===== src/rtl/hws_pkg.sv =====
package hws_pkg;
    typedef enum logic [1:0] {
        SEQ_RUN     = 2'd0,
        SEQ_SLEEP   = 2'd1,
        SEQ_QUALIFY = 2'd2,
        SEQ_RESET   = 2'd3
    } seq_state_t;

    localparam logic [7:0] ADDR_HIBERNATE = 8'h20;
    localparam logic [7:0] ADDR_FILTER    = 8'h24;
    localparam logic [7:0] ADDR_RSTLEN    = 8'h28;
endpackage


===== src/rtl/hws_regs.sv =====
module hws_regs #(
    parameter int ADDR_W  = 8,
    parameter int DATA_W  = 32,
    parameter int FILT_LO = 5,
    parameter int FILT_HI = 15,
    parameter int RST_LO  = 5,
    parameter int RST_HI  = 11,
    parameter int CNT_W   = 16
) (
    input  logic              clk,
    input  logic              rst_n,
    input  logic              reg_wr,
    input  logic [ADDR_W-1:0] reg_addr,
    input  logic [DATA_W-1:0] reg_wdata,
    output logic              hib_req,
    output logic [CNT_W-1:0]  filt_len,
    output logic [CNT_W-1:0]  rst_len
);
    import hws_pkg::*;

    localparam int FW = FILT_HI - FILT_LO + 1;
    localparam int RW = RST_HI - RST_LO + 1;

    logic [FW-1:0] filt_field;
    logic [RW-1:0] rst_field;

    always_ff @(posedge clk or negedge rst_n) begin
        if (!rst_n) begin
            filt_field <= '0;
            rst_field  <= '0;
        end else if (reg_wr) begin
            if (reg_addr == ADDR_W'(ADDR_FILTER))
                filt_field <= reg_wdata[FILT_HI:FILT_LO];
            if (reg_addr == ADDR_W'(ADDR_RSTLEN))
                rst_field <= reg_wdata[RST_HI:RST_LO];
        end
    end

    assign hib_req = reg_wr && (reg_addr == ADDR_W'(ADDR_HIBERNATE)) && reg_wdata[0];

    // Widen each field back into a tick count, with zeros in the discarded low bits.
    generate
        if (FILT_LO > 0) begin : g_filt_lo
            assign filt_len = CNT_W'({filt_field, {FILT_LO{1'b0}}});
        end else begin : g_filt_nolo
            assign filt_len = CNT_W'(filt_field);
        end
        if (RST_LO > 0) begin : g_rst_lo
            assign rst_len = CNT_W'({rst_field, {RST_LO{1'b0}}});
        end else begin : g_rst_nolo
            assign rst_len = CNT_W'(rst_field);
        end
    endgenerate

    assert_filter_capture_R3: assert property (@(posedge clk) disable iff (!rst_n)
        (reg_wr && reg_addr == ADDR_W'(ADDR_FILTER)) |=> (filt_field == $past(reg_wdata[FILT_HI:FILT_LO])));
    assert_rstlen_capture_R4: assert property (@(posedge clk) disable iff (!rst_n)
        (reg_wr && reg_addr == ADDR_W'(ADDR_RSTLEN)) |=> (rst_field == $past(reg_wdata[RST_HI:RST_LO])));
    assert_fields_hold_R3: assert property (@(posedge clk) disable iff (!rst_n)
        !reg_wr |=> ($stable(filt_field) && $stable(rst_field)));
endmodule


===== src/rtl/hws_tick_counter.sv =====
module hws_tick_counter #(
    parameter int CNT_W = 16
) (
    input  logic             clk,
    input  logic             rst_n,
    input  logic             clr,
    input  logic             inc,
    output logic [CNT_W-1:0] count
);
    always_ff @(posedge clk or negedge rst_n) begin
        if (!rst_n)   count <= '0;
        else if (clr) count <= '0;
        else if (inc) count <= count + 1'b1;
    end

    assert_count_steps_R5: assert property (@(posedge clk) disable iff (!rst_n)
        (!clr && inc) |=> (count == $past(count) + 1'b1));
    assert_count_idle_R8: assert property (@(posedge clk) disable iff (!rst_n)
        (!clr && !inc) |=> $stable(count));
endmodule


===== src/rtl/hws_fsm.sv =====
module hws_fsm #(
    parameter int CNT_W = 16
) (
    input  logic             clk,
    input  logic             rst_n,
    input  logic             rtc_tick,
    input  logic             hib_req,
    input  logic             wake_in,
    input  logic [CNT_W-1:0] filt_len,
    input  logic [CNT_W-1:0] rst_len,
    input  logic [CNT_W-1:0] count,
    output logic             cnt_clr,
    output logic             cnt_inc,
    output logic             pwr_en,
    output logic             sys_rst_n
);
    import hws_pkg::*;

    seq_state_t state, state_nx;
    logic       filt_hit;
    logic       rst_hit;

    assign filt_hit = (count + 1'b1) == filt_len;
    assign rst_hit  = count == rst_len;

    // State register
    always_ff @(posedge clk or negedge rst_n) begin
        if (!rst_n) state <= SEQ_RUN;
        else        state <= state_nx;
    end

    // Next state and counter control
    always_comb begin
        state_nx = state;
        cnt_clr  = 1'b0;
        cnt_inc  = 1'b0;
        unique case (state)
            SEQ_RUN: begin
                cnt_clr = 1'b1;
                if (hib_req) state_nx = SEQ_SLEEP;
            end
            SEQ_SLEEP: begin
                cnt_clr = 1'b1;
                if (rtc_tick && wake_in)
                    state_nx = (filt_len == '0) ? SEQ_RESET : SEQ_QUALIFY;
            end
            SEQ_QUALIFY: begin
                if (rtc_tick) begin
                    if (!wake_in) begin
                        state_nx = SEQ_SLEEP;
                        cnt_clr  = 1'b1;
                    end else if (filt_hit) begin
                        state_nx = SEQ_RESET;
                        cnt_clr  = 1'b1;
                    end else begin
                        cnt_inc = 1'b1;
                    end
                end
            end
            SEQ_RESET: begin
                if (rtc_tick) begin
                    if (rst_hit) begin
                        state_nx = SEQ_RUN;
                        cnt_clr  = 1'b1;
                    end else begin
                        cnt_inc = 1'b1;
                    end
                end
            end
            default: state_nx = SEQ_RUN;
        endcase
    end

    // Outputs, decoded from the state
    always_comb begin
        pwr_en    = 1'b1;
        sys_rst_n = 1'b1;
        unique case (state)
            SEQ_RUN:     ;
            SEQ_SLEEP:   pwr_en = 1'b0;
            SEQ_QUALIFY: pwr_en = 1'b0;
            SEQ_RESET:   sys_rst_n = 1'b0;
            default:     ;
        endcase
    end

    assert_run_holds_R2: assert property (@(posedge clk) disable iff (!rst_n)
        (state == SEQ_RUN && !hib_req) |=> (state == SEQ_RUN));
    assert_sleep_entry_R2: assert property (@(posedge clk) disable iff (!rst_n)
        (state == SEQ_RUN && hib_req) |=> (state == SEQ_SLEEP && !pwr_en));
    assert_zero_filter_R5: assert property (@(posedge clk) disable iff (!rst_n)
        (state == SEQ_SLEEP && rtc_tick && wake_in && filt_len == '0) |=> (state == SEQ_RESET));
    assert_glitch_back_R6: assert property (@(posedge clk) disable iff (!rst_n)
        (state == SEQ_QUALIFY && rtc_tick && !wake_in) |=> (state == SEQ_SLEEP));
    assert_no_tick_hold_R8: assert property (@(posedge clk) disable iff (!rst_n)
        (state != SEQ_RUN && !rtc_tick) |=> $stable(state));
    assert_reset_ends_R7: assert property (@(posedge clk) disable iff (!rst_n)
        (state == SEQ_RESET && $fell(sys_rst_n)) |-> (count == '0));
    assert_sleep_no_run_R7: assert property (@(posedge clk) disable iff (!rst_n)
        (state == SEQ_SLEEP || state == SEQ_QUALIFY) |=> (state != SEQ_RUN));
endmodule


===== src/rtl/hib_wake_seq.sv =====
module hib_wake_seq #(
    parameter int ADDR_W  = 8,
    parameter int DATA_W  = 32,
    parameter int FILT_LO = 5,
    parameter int FILT_HI = 15,
    parameter int RST_LO  = 5,
    parameter int RST_HI  = 11
) (
    input  logic              clk,
    input  logic              rst_n,
    input  logic              rtc_tick,
    input  logic              reg_wr,
    input  logic [ADDR_W-1:0] reg_addr,
    input  logic [DATA_W-1:0] reg_wdata,
    input  logic              wake_in,
    output logic              pwr_en,
    output logic              sys_rst_n
);
    localparam int CNT_W = ((FILT_HI > RST_HI) ? FILT_HI : RST_HI) + 1;

    logic             hib_req;
    logic [CNT_W-1:0] filt_len;
    logic [CNT_W-1:0] rst_len;
    logic [CNT_W-1:0] count;
    logic             cnt_clr;
    logic             cnt_inc;

    hws_regs #(
        .ADDR_W(ADDR_W), .DATA_W(DATA_W),
        .FILT_LO(FILT_LO), .FILT_HI(FILT_HI),
        .RST_LO(RST_LO), .RST_HI(RST_HI), .CNT_W(CNT_W)
    ) u_regs (
        .clk(clk), .rst_n(rst_n), .reg_wr(reg_wr), .reg_addr(reg_addr),
        .reg_wdata(reg_wdata), .hib_req(hib_req),
        .filt_len(filt_len), .rst_len(rst_len)
    );

    hws_tick_counter #(.CNT_W(CNT_W)) u_cnt (
        .clk(clk), .rst_n(rst_n), .clr(cnt_clr), .inc(cnt_inc), .count(count)
    );

    hws_fsm #(.CNT_W(CNT_W)) u_fsm (
        .clk(clk), .rst_n(rst_n), .rtc_tick(rtc_tick), .hib_req(hib_req),
        .wake_in(wake_in), .filt_len(filt_len), .rst_len(rst_len),
        .count(count), .cnt_clr(cnt_clr), .cnt_inc(cnt_inc),
        .pwr_en(pwr_en), .sys_rst_n(sys_rst_n)
    );

    assert_off_not_reset_R8: assert property (@(posedge clk) disable iff (!rst_n)
        !pwr_en |-> sys_rst_n);
endmodule


===== config.mk =====
export PLATFORM = sky130hd
export DESIGN_NAME = hib_wake_seq
export DESIGN_NICKNAME = d
export VERILOG_FILES = /design/src/rtl/hws_pkg.sv /design/src/rtl/hws_regs.sv /design/src/rtl/hws_tick_counter.sv /design/src/rtl/hws_fsm.sv /design/src/rtl/hib_wake_seq.sv
export SDC_FILE = /design/constraint.sdc
export NUM_CORES = 1
export LEC_CHECK = 0
export CAP_MARGIN = 10
export CORE_UTILIZATION = 50
export DETAILED_ROUTE_END_ITERATION = 8
export GPL_TIMING_DRIVEN = 0
export PLACE_DENSITY = 0.78
export SYNTH_ARGS = -nofsm -noshare
export SYNTH_HDL_FRONTEND = slang
export SYNTH_SLANG_ARGS = --single-unit

===== constraint.sdc =====
create_clock -name clk -period 6.53 [get_ports clk]
set_clock_uncertainty 0.15 [all_clocks]
set_input_delay 0.653 -clock clk [delete_from_list [all_inputs] [get_ports clk]]
set_output_delay 0.653 -clock clk [all_outputs]
set_load 0.02 [all_outputs]

==> results of run 1 <==
[power groups by stage]
| stage | clock (mW) | sequential (mW) | combinational [mW] |
|---|---|---|---|
| floorplan | 0 | 0.257 | 0.155 |
| global placement | 0 | 0.261 | 0.219 |
| detailed placement | 0 | 0.262 | 0.223 |
| CTS | 0.169 | 0.258 | 0.225 |
| global route | 0.178 | 0.260 | 0.246 |
| finish | 0.165 | 0.258 | 0.220 |
[worst max-delay path, stage by stage, from the launching register on]
cell and delay (ns):
sky130_fd_sc_hd__dfrtp_1 0.52, sky130_fd_sc_hd__ha_1 0.32, sky130_fd_sc_hd__and3_1 0.18, sky130_fd_sc_hd__clkbuf_2 0.19
sky130_fd_sc_hd__nand2_1 0.11, sky130_fd_sc_hd__o41ai_2 0.33, sky130_fd_sc_hd__nor2_1 0.15, sky130_fd_sc_hd__nor3_1 0.25
sky130_fd_sc_hd__a21o_4 0.21, sky130_fd_sc_hd__buf_8 0.16, sky130_fd_sc_hd__nor2_1 0.06
[area by class of cell]
type / instances / area (sq um)
plain buffers: 15 / 142.6
clock buffers: 5 / 68.82
clock inverters: 3 / 23.77
fillers: 426 / 1833
inverters: 9 / 33.78
multi-input cells: 184 / 1413
flip-flops and latches: 36 / 900.9
well taps: 67 / 83.83
repair buffers: 26 / 255.2
[logic make-up (layout without fill, tap and decap cells)]
group           Yosys count  count (layout)  share of synthesized area (%)
simple gates             91              91                          22.16
flops                    36              36                          36.18
xor+xnor                 35              35                          12.31
compound gates           31              31                          9.598
buf+inv                  24              58                          7.085
mux                      20              20                          9.145
fa+ha+maj                 7               7                          3.517
[metal layers]
metal	track usage (%)	up-vias	routed length [microns]
li1	-	938	-
met1	27.56	904	2302
met2	35.20	45	2448
met3	4.167	9	193
met4	7.407	0	85
met5	0	-	0
[flip-flops by register name, summed over array words and instances (netlist names)]
register	flops
u_regs.filt_field	11
u_fsm.state	2
u_cnt.count	16
u_regs.rst_field	7
[final timing paths]
| path | start | endpoint | slack, ns |
|---|---|---|---|
| max | u_cnt.count[0]$_DFFE_PN0P_ | u_cnt.count[7]$_DFFE_PN0P_ | 3.79 |
| max reg2reg | u_cnt.count[0]$_DFFE_PN0P_ | u_cnt.count[7]$_DFFE_PN0P_ | 3.79 |
| max in group asynchronous | rst_n | u_cnt.count[4]$_DFFE_PN0P_ | 5.45 |
| min | rst_n | u_regs.filt_field[2]$_DFFE_PN0P_ | 0.28 |
| min reg2reg | u_regs.rst_field[5]$_DFFE_PN0P_ | u_regs.rst_field[5]$_DFFE_PN0P_ | 0.38 |
| min in group clk | u_regs.rst_field[5]$_DFFE_PN0P_ | u_regs.rst_field[5]$_DFFE_PN0P_ | 0.38 |
[layout by cell type (no fill, tap or decap), types with 2 or more instances in the layout]
cell type,count
sky130_fd_sc_hd__dfrtp_1,36
sky130_fd_sc_hd__clkdlybuf4s50_1,25
sky130_fd_sc_hd__xor2_1,19
sky130_fd_sc_hd__nor2_1,18
sky130_fd_sc_hd__mux2_2,18
sky130_fd_sc_hd__nand2_1,17
sky130_fd_sc_hd__xnor2_1,16
sky130_fd_sc_hd__nand3_1,11
sky130_fd_sc_hd__inv_1,9
sky130_fd_sc_hd__buf_6,8
sky130_fd_sc_hd__nor2_2,8
sky130_fd_sc_hd__ha_1,7
sky130_fd_sc_hd__a21oi_1,6
sky130_fd_sc_hd__nor4_1,5
sky130_fd_sc_hd__nor3_1,5
sky130_fd_sc_hd__clkbuf_8,5
sky130_fd_sc_hd__nand4_1,4
sky130_fd_sc_hd__buf_4,3
sky130_fd_sc_hd__o21ai_0,3
sky130_fd_sc_hd__and4_1,3
sky130_fd_sc_hd__buf_2,3
sky130_fd_sc_hd__nand4_2,3
sky130_fd_sc_hd__o21ai_1,3
sky130_fd_sc_hd__o41ai_1,2
sky130_fd_sc_hd__a221o_1,2
sky130_fd_sc_hd__and3_1,2
sky130_fd_sc_hd__o211ai_1,2
sky130_fd_sc_hd__nand4bb_1,2
sky130_fd_sc_hd__and2_1,2
sky130_fd_sc_hd__o221ai_1,2
sky130_fd_sc_hd__o22ai_1,2
sky130_fd_sc_hd__clkinvlp_4,2
[per-stage QoR]
step	setup WS, ns	hold slack, ns	instance area (sq um)	instances
finish	3.785	0.2815	2922	345
global route	3.679	0.3532	2922	345
CTS	3.782	0.3205	2922	345
detailed placement	3.472	0.3675	2829	337
global placement	3.522	0.3600	2834	337
floorplan	4.025	0.2074	2490	244
==> results.txt, run 1 <==
For the synthesized net count, the log shows 296. The initial utilization of the core area, before any placement, comes to 52.37%. The count of synthesis-stage warnings from yosys was 0.

The tool flagged a number of max-cap violations equal to 0. The run gives 0 as the number of design rule violations left after detail routing. Setup violations remaining at the end of the flow were counted as 0. By area the synthesized netlist is led by sky130_fd_sc_hd__dfrtp_1 36%, sky130_fd_sc_hd__mux2_2 8.1%, sky130_fd_sc_hd__xor2_1 6.7%. 0 antenna diodes ended up in the layout.

The count of flip-flops with a built-in enable after synthesis works out to 0. Cells with a size suffix above 1 make up 22.66% of the layout. The total overflow left after global routing is 0.

The maximum fanout encountered on the critical timing path is 10. In this run, CTS created clock tree buffers numbering 5. The number of iterations in the first detailed-routing pass came out at 4. Sequential elements use 36.18% of the synthesized area. The H-tree was split into 2 levels. The highest clock frequency the design can meet was 364.4 MHz. The tools report the data required time of the worst path as 6.57 ns. For this run, the post-layout net count is 329. The path class of the tightest hold or removal check is input pin to asynchronous set/reset pin. Among all flip-flop cells after synthesis, the most frequent one is sky130_fd_sc_hd__dfrtp_1. Entering global routing, the biggest net connects 37 pins. The first global-routing pass estimated 8.500 mm of wire. The fraction of power consumed by sequential logic is 40.1%, and the routed length per placed instance is 14.58 microns. Combined area of all synthesized cells: 2490 sq um.

The number of failing hold endpoints at the final stage was 0. The die is 72.57 microns tall. Yosys instantiated no cell more often than sky130_fd_sc_hd__dfrtp_1.

The number of nets with antenna violations after detailed routing was 0; the maximum buffer depth of the clock tree was 2. From synthesis to final layout, the design area changed by 17.34%. The tools report the area of the die as 5266 sq um. The power density relative to cell area came out at 220.3 nW/um^2.

The last weighted congestion value of the routability-driven placer is 0.8610, and the share of async-settable or async-resettable flops after synthesis is 100.0%. Type of element launching the critical path: a register. The clock network latency to the later pin of the worst-skew pair is 0.30 ns. The run finished with clean final reports. The run gives 1,896 as the overall via count from detail_route. The period utilization was 42.03%. For the via count of the first global-routing pass, the log shows 1,772.

After clock tree synthesis, the repair step resized 0 gates. The worst setup path is of the register to register kind. The top cell type's share of synthesized area works out to 36.18%. In this run the core area contains 25 standard-cell rows. Summing internal, switching and leakage power gives 0.6436 mW. The number of storage elements in the synthesis netlist came out at 36. The number of max-slew violations in the final report is 0. For this design, the CTS-stage hold fixing added 0 buffers. Endpoint kind of the worst setup timing path: a register. Internal power contribution: 0.4155 mW.

The number of sinks on the clock net was 36. The worst-case headroom to the max-slew limit is 47.52%, and the worst-margin pin slew is 0.7872 ns. Measured in cells, the most critical reg-to-reg path has a length of 10. The tools report the root buffer cell as sky130_fd_sc_hd__clkbuf_8.

After synthesis, the most frequently instantiated cells are 36 x sky130_fd_sc_hd__dfrtp_1, 19 x sky130_fd_sc_hd__xor2_1, 18 x sky130_fd_sc_hd__mux2_2, 18 x sky130_fd_sc_hd__nor2_1, 17 x sky130_fd_sc_hd__nand2_1. The tools report the combinational cell fraction of total power as 34.2%. The run gives 5.030 mm as the detailed-route wire length. The peak supply drop came out at 0.0001679 V. TritonCTS built the clock tree. The post-layout minimum cycle time was 2.745 ns; the global-route total usage across every layer was 21.20%.

The clock transition at the registers of the reported paths is 0.08 ns, and the synthesized instance count is 244. The leakage power total was 1.279 nW; the clock share of power was 25.7%. Once the clock tree was built, the setup fixing pass inserted 0 buffers.

In the final timing run, aggregate negative setup slack is 0 ns. 47 I/O pins were placed. The first routing iteration left 178 violations. Using the TritonRoute via totals, the vias-per-cell ratio works out to 5.496.

The half-perimeter wire length after detailed placement is 3.841 mm. The utilization after layout was 61.45%; the quantity of I/O buffers inserted on ports was 26. The floorplan step set the die width to 72.57 microns. The cell accounting for the most synthesized area was sky130_fd_sc_hd__dfrtp_1. Initial antenna violation count: 0.

Data on the critical path arrives at its endpoint at 2.78 ns. The analysis attributes to net switching a power of 0.2281 mW. A synthesized cell averages 10.20 sq um.

Setup repair after global routing left no endpoint under its margin. Switching power share of the total: 35.44%. Yosys mapped the design onto 53 distinct sky130hd cell types. The tools report the placeable core area as 4755 sq um.
Note: power is estimated with default switching activity, not from simulation.
==> run 2, diff against run 1 <==
- clock period: 6.53 -> 2.8 ns (I/O delays scaled with it)
==> results.txt, run 2 (same netlist as run 1, synthesis figures left out) <==
The kind of path behind the tightest hold check is register to register. The logs give 0 (unchanged) for the final antenna diode count and 52.37% (unchanged) for the starting utilization of the core area. The number of nets with antenna violations after detailed routing was 0 (unchanged). The power density relative to cell area was 512.0 nW/um^2 (+130%). Root buffer cell: sky130_fd_sc_hd__clkbuf_8. The period utilization was 94.77% (+53 points). For the detailed-route wire length, the log shows 5.059 mm (+0.58%).

The tools report the leakage power total as 1.280 nW (about the same). The tools report the first-pass GRT wire length as 8.500 mm (unchanged). The via count normalized by instance count is 5.514 (+0.34%). Launch instance of the worst min-delay path: u_regs.rst_field[5]$_DFFE_PN0P_.

The flow ran to the end, and the final reports show no timing, DRC or antenna violations. The global-route congestion overflow total was 0 (unchanged); the die width was 72.57 microns (unchanged). The number of flip-flops in the largest register is 16 (unchanged), and the utilization after layout is 61.84% (+0.39 points). Quantity of I/O buffers inserted on ports: 26 (unchanged). The length of routed met2 wiring is 2.488 mm (+1.6%), and the total CTS buffers is 5 (unchanged). The startpoint identified for the worst register-to-register timing path is u_cnt.count[0]$_DFFE_PN0P_.

For the highest clock frequency the design can meet, the log shows 376.9 MHz (+3.4%). The setup fix buffers added after clock tree synthesis was 0 (unchanged). The DRC violation total after the first TritonRoute iteration was 193 (+8.4%); the combined area of the multi-input logic cells was 1419 sq um (+0.44%). Half-perimeter wire length after detailed placement: 3.841 mm (unchanged).

The peak supply drop was 0.0003929 V (+130%); the routed length per placed instance was 14.62 microns (+0.29%). Clock transition at the registers of the reported paths: 0.08 ns (about the same). The logs give 46.80% (-0.72 points) for the worst-case headroom to the max-slew limit and 2.84 ns (-3.73 ns) for the data required time of the worst path. TritonCTS built the clock tree. The via count of the first global-routing pass came out at 1,776 (+0.23%). Post-layout minimum cycle time: 2.654 ns (-0.09099 ns). The number of sinks on the clock net was 36 (unchanged); the number of iterations in the first detailed-routing pass was 4 (unchanged).

The startpoint-to-endpoint class of the critical path was register to register. The placeable core area was 4755 sq um (unchanged). The logs give 0.8610 (unchanged) for the last weighted congestion value of the routability-driven placer and 5266 sq um (unchanged) for the area of the die. For the pin count of the biggest net entering global routing, the log shows 37 (unchanged). In the layout the commonest cells are 34 x sky130_fd_sc_hd__dfrtp_1, 25 x sky130_fd_sc_hd__clkdlybuf4s50_1, 19 x sky130_fd_sc_hd__xor2_1, 18 x sky130_fd_sc_hd__nor2_1, 18 x sky130_fd_sc_hd__mux2_2. For the fill cell total of the finished layout, the log shows 424 (-0.47%). The library cell used most frequently in the layout, excluding fill and tap cells, is sky130_fd_sc_hd__dfrtp_1. The initial antenna violation count was 0 (unchanged). The tools report the endpoint kind of the worst setup timing path as a register. The routed length on met1 was 2.260 mm (-1.8%); the global-route total usage across every layer was 21.20% (unchanged). The critical path starts at u_cnt.count[0]$_DFFE_PN0P_.

The tools report the overall via count from detail_route as 1,908 (+0.63%). The clock network latency to the later pin of the worst-skew pair came out at 0.30 ns (about the same). The detailed route wirelength on metal3 is 225 microns (+17%). The worst-margin pin slew came out at 0.7980 ns (+0.01085 ns).

The logs give 330 (+0.30%) for the post-layout net count and 903.4 sq um (+0.28%) for the sequential cell area. Compared with the post-synthesis result, the final layout area differs by 18.09%. Type of element launching the critical path: a register.

Setup repair after global routing left no endpoint under its margin. The maximum level of the CTS H-tree is 2 (unchanged), and the number of max-slew violations in the final report is 0 (unchanged). More flip-flops sit in one register than any other, and that register is u_cnt.count.

The maximum buffer depth of the clock tree was 2 (unchanged). The number of design rule violations left after detail routing was 0 (unchanged); the number of max-cap violations was 0 (unchanged). The row count was 25 (unchanged). The highest metal layer with signal wires was met4.

The logs give 47 (unchanged) for the I/O pin count and 0 ns (unchanged) for the setup TNS after final layout. The largest registers in the layout are u_cnt.count (16), u_regs.filt_field (11), u_regs.rst_field (7). The setup-violating endpoint count in the final report is 0 (unchanged), and the arrival time reported for the critical path endpoint is 2.69 ns (-0.09 ns). The run gives 0 (unchanged) as the number of failing hold endpoints at the final stage. The share of post-route cells with drive strength above 1 is 23.66% (+0.99 points).

The vertical extent of the die works out to 72.57 microns (unchanged). The maximum fanout encountered on the critical timing path was 10 (unchanged).
[run 2: cell types whose count changed in the layout (fill, tap and decap cells not counted)]
cell and delta:
sky130_fd_sc_hd__nor4_1 -1, sky130_fd_sc_hd__dlygate4sd3_1 +1, sky130_fd_sc_hd__nor4_2 +1, sky130_fd_sc_hd__dfrtp_2 +2
sky130_fd_sc_hd__dfrtp_1 -2
[run 2: stage by stage]
| stage | power [mW] | setup WS, ns | cells | cell area [sq um] | hold WS (ns) |
|---|---|---|---|---|---|
| floorplan | 0.9618 | 0.3481 | 244 | 2490 | -0.1656 |
| global placement | 1.121 | 0.1322 | 337 | 2834 | 0.3600 |
| detailed placement | 1.132 | 0.08788 | 337 | 2829 | 0.2684 |
| CTS | 1.522 | 0.09227 | 346 | 2932 | 0.3900 |
| global route | 1.597 | 0.03670 | 346 | 2940 | 0.4008 |
| finish | 1.506 | 0.1465 | 346 | 2940 | 0.3846 |
[run 2: per-layer routing]
metal | vias to the layer above | global-route usage, %
met2 | 55 | 35.20
met5 | - | 0
li1 | 942 | -
met4 | 0 | 7.407
met3 | 9 | 4.167
met1 | 902 | 27.56
[run 2: area by class of cell]
cell class	instances	area share, %
Multi-Input combinational cell	184	48.26
Sequential cell	36	30.72
Timing Repair Buffer	27	9.021
Buffer	15	4.851
Tap cell	67	2.851
Clock buffer	5	2.340
Inverter	9	1.149
Clock inverter	3	0.8085
[run 2: what timing repair did]
item	4_1_cts	5_1_grt
hold buffers	1	0
gates resized for setup	0	3
endpoints found under the setup margin	0	11
endpoints found under the hold margin	36	0
[run 2: final timing paths]
| kind | slack, ns | endpoint | cells after the start |
|---|---|---|---|
| worst max-delay path | 0.15 | u_cnt.count[7]$_DFFE_PN0P_ | 9 |
| min in group asynchronous | 0.45 | u_regs.filt_field[2]$_DFFE_PN0P_ | 2 |
| worst max register to register | 0.15 | u_cnt.count[7]$_DFFE_PN0P_ | 9 |
| max in group asynchronous | 1.49 | u_cnt.count[0]$_DFFE_PN0P_ | 2 |
| worst min register to register | 0.38 | u_regs.rst_field[5]$_DFFE_PN0P_ | 1 |
| worst min-delay path | 0.38 | u_regs.rst_field[5]$_DFFE_PN0P_ | 1 |
[run 2: power by group]
part / total (mW) / switching, mW / internal (mW)
clock network: 0.385 / 0.209 / 0.176
registers: 0.603 / 0.0469 / 0.556
logic: 0.518 / 0.278 / 0.239
total: 1.51 / 0.534 / 0.971
[run 2: worst max-delay path, stage by stage, from the launching register on]
cell and delay, ns:
sky130_fd_sc_hd__dfrtp_2 0.48, sky130_fd_sc_hd__ha_1 0.29, sky130_fd_sc_hd__and3_1 0.20, sky130_fd_sc_hd__clkbuf_2 0.17, sky130_fd_sc_hd__a2111oi_2 0.31, sky130_fd_sc_hd__o21ai_1 0.14
sky130_fd_sc_hd__nor4_4 0.36, sky130_fd_sc_hd__a21o_4 0.22, sky130_fd_sc_hd__buf_8 0.16, sky130_fd_sc_hd__nor2_1 0.06
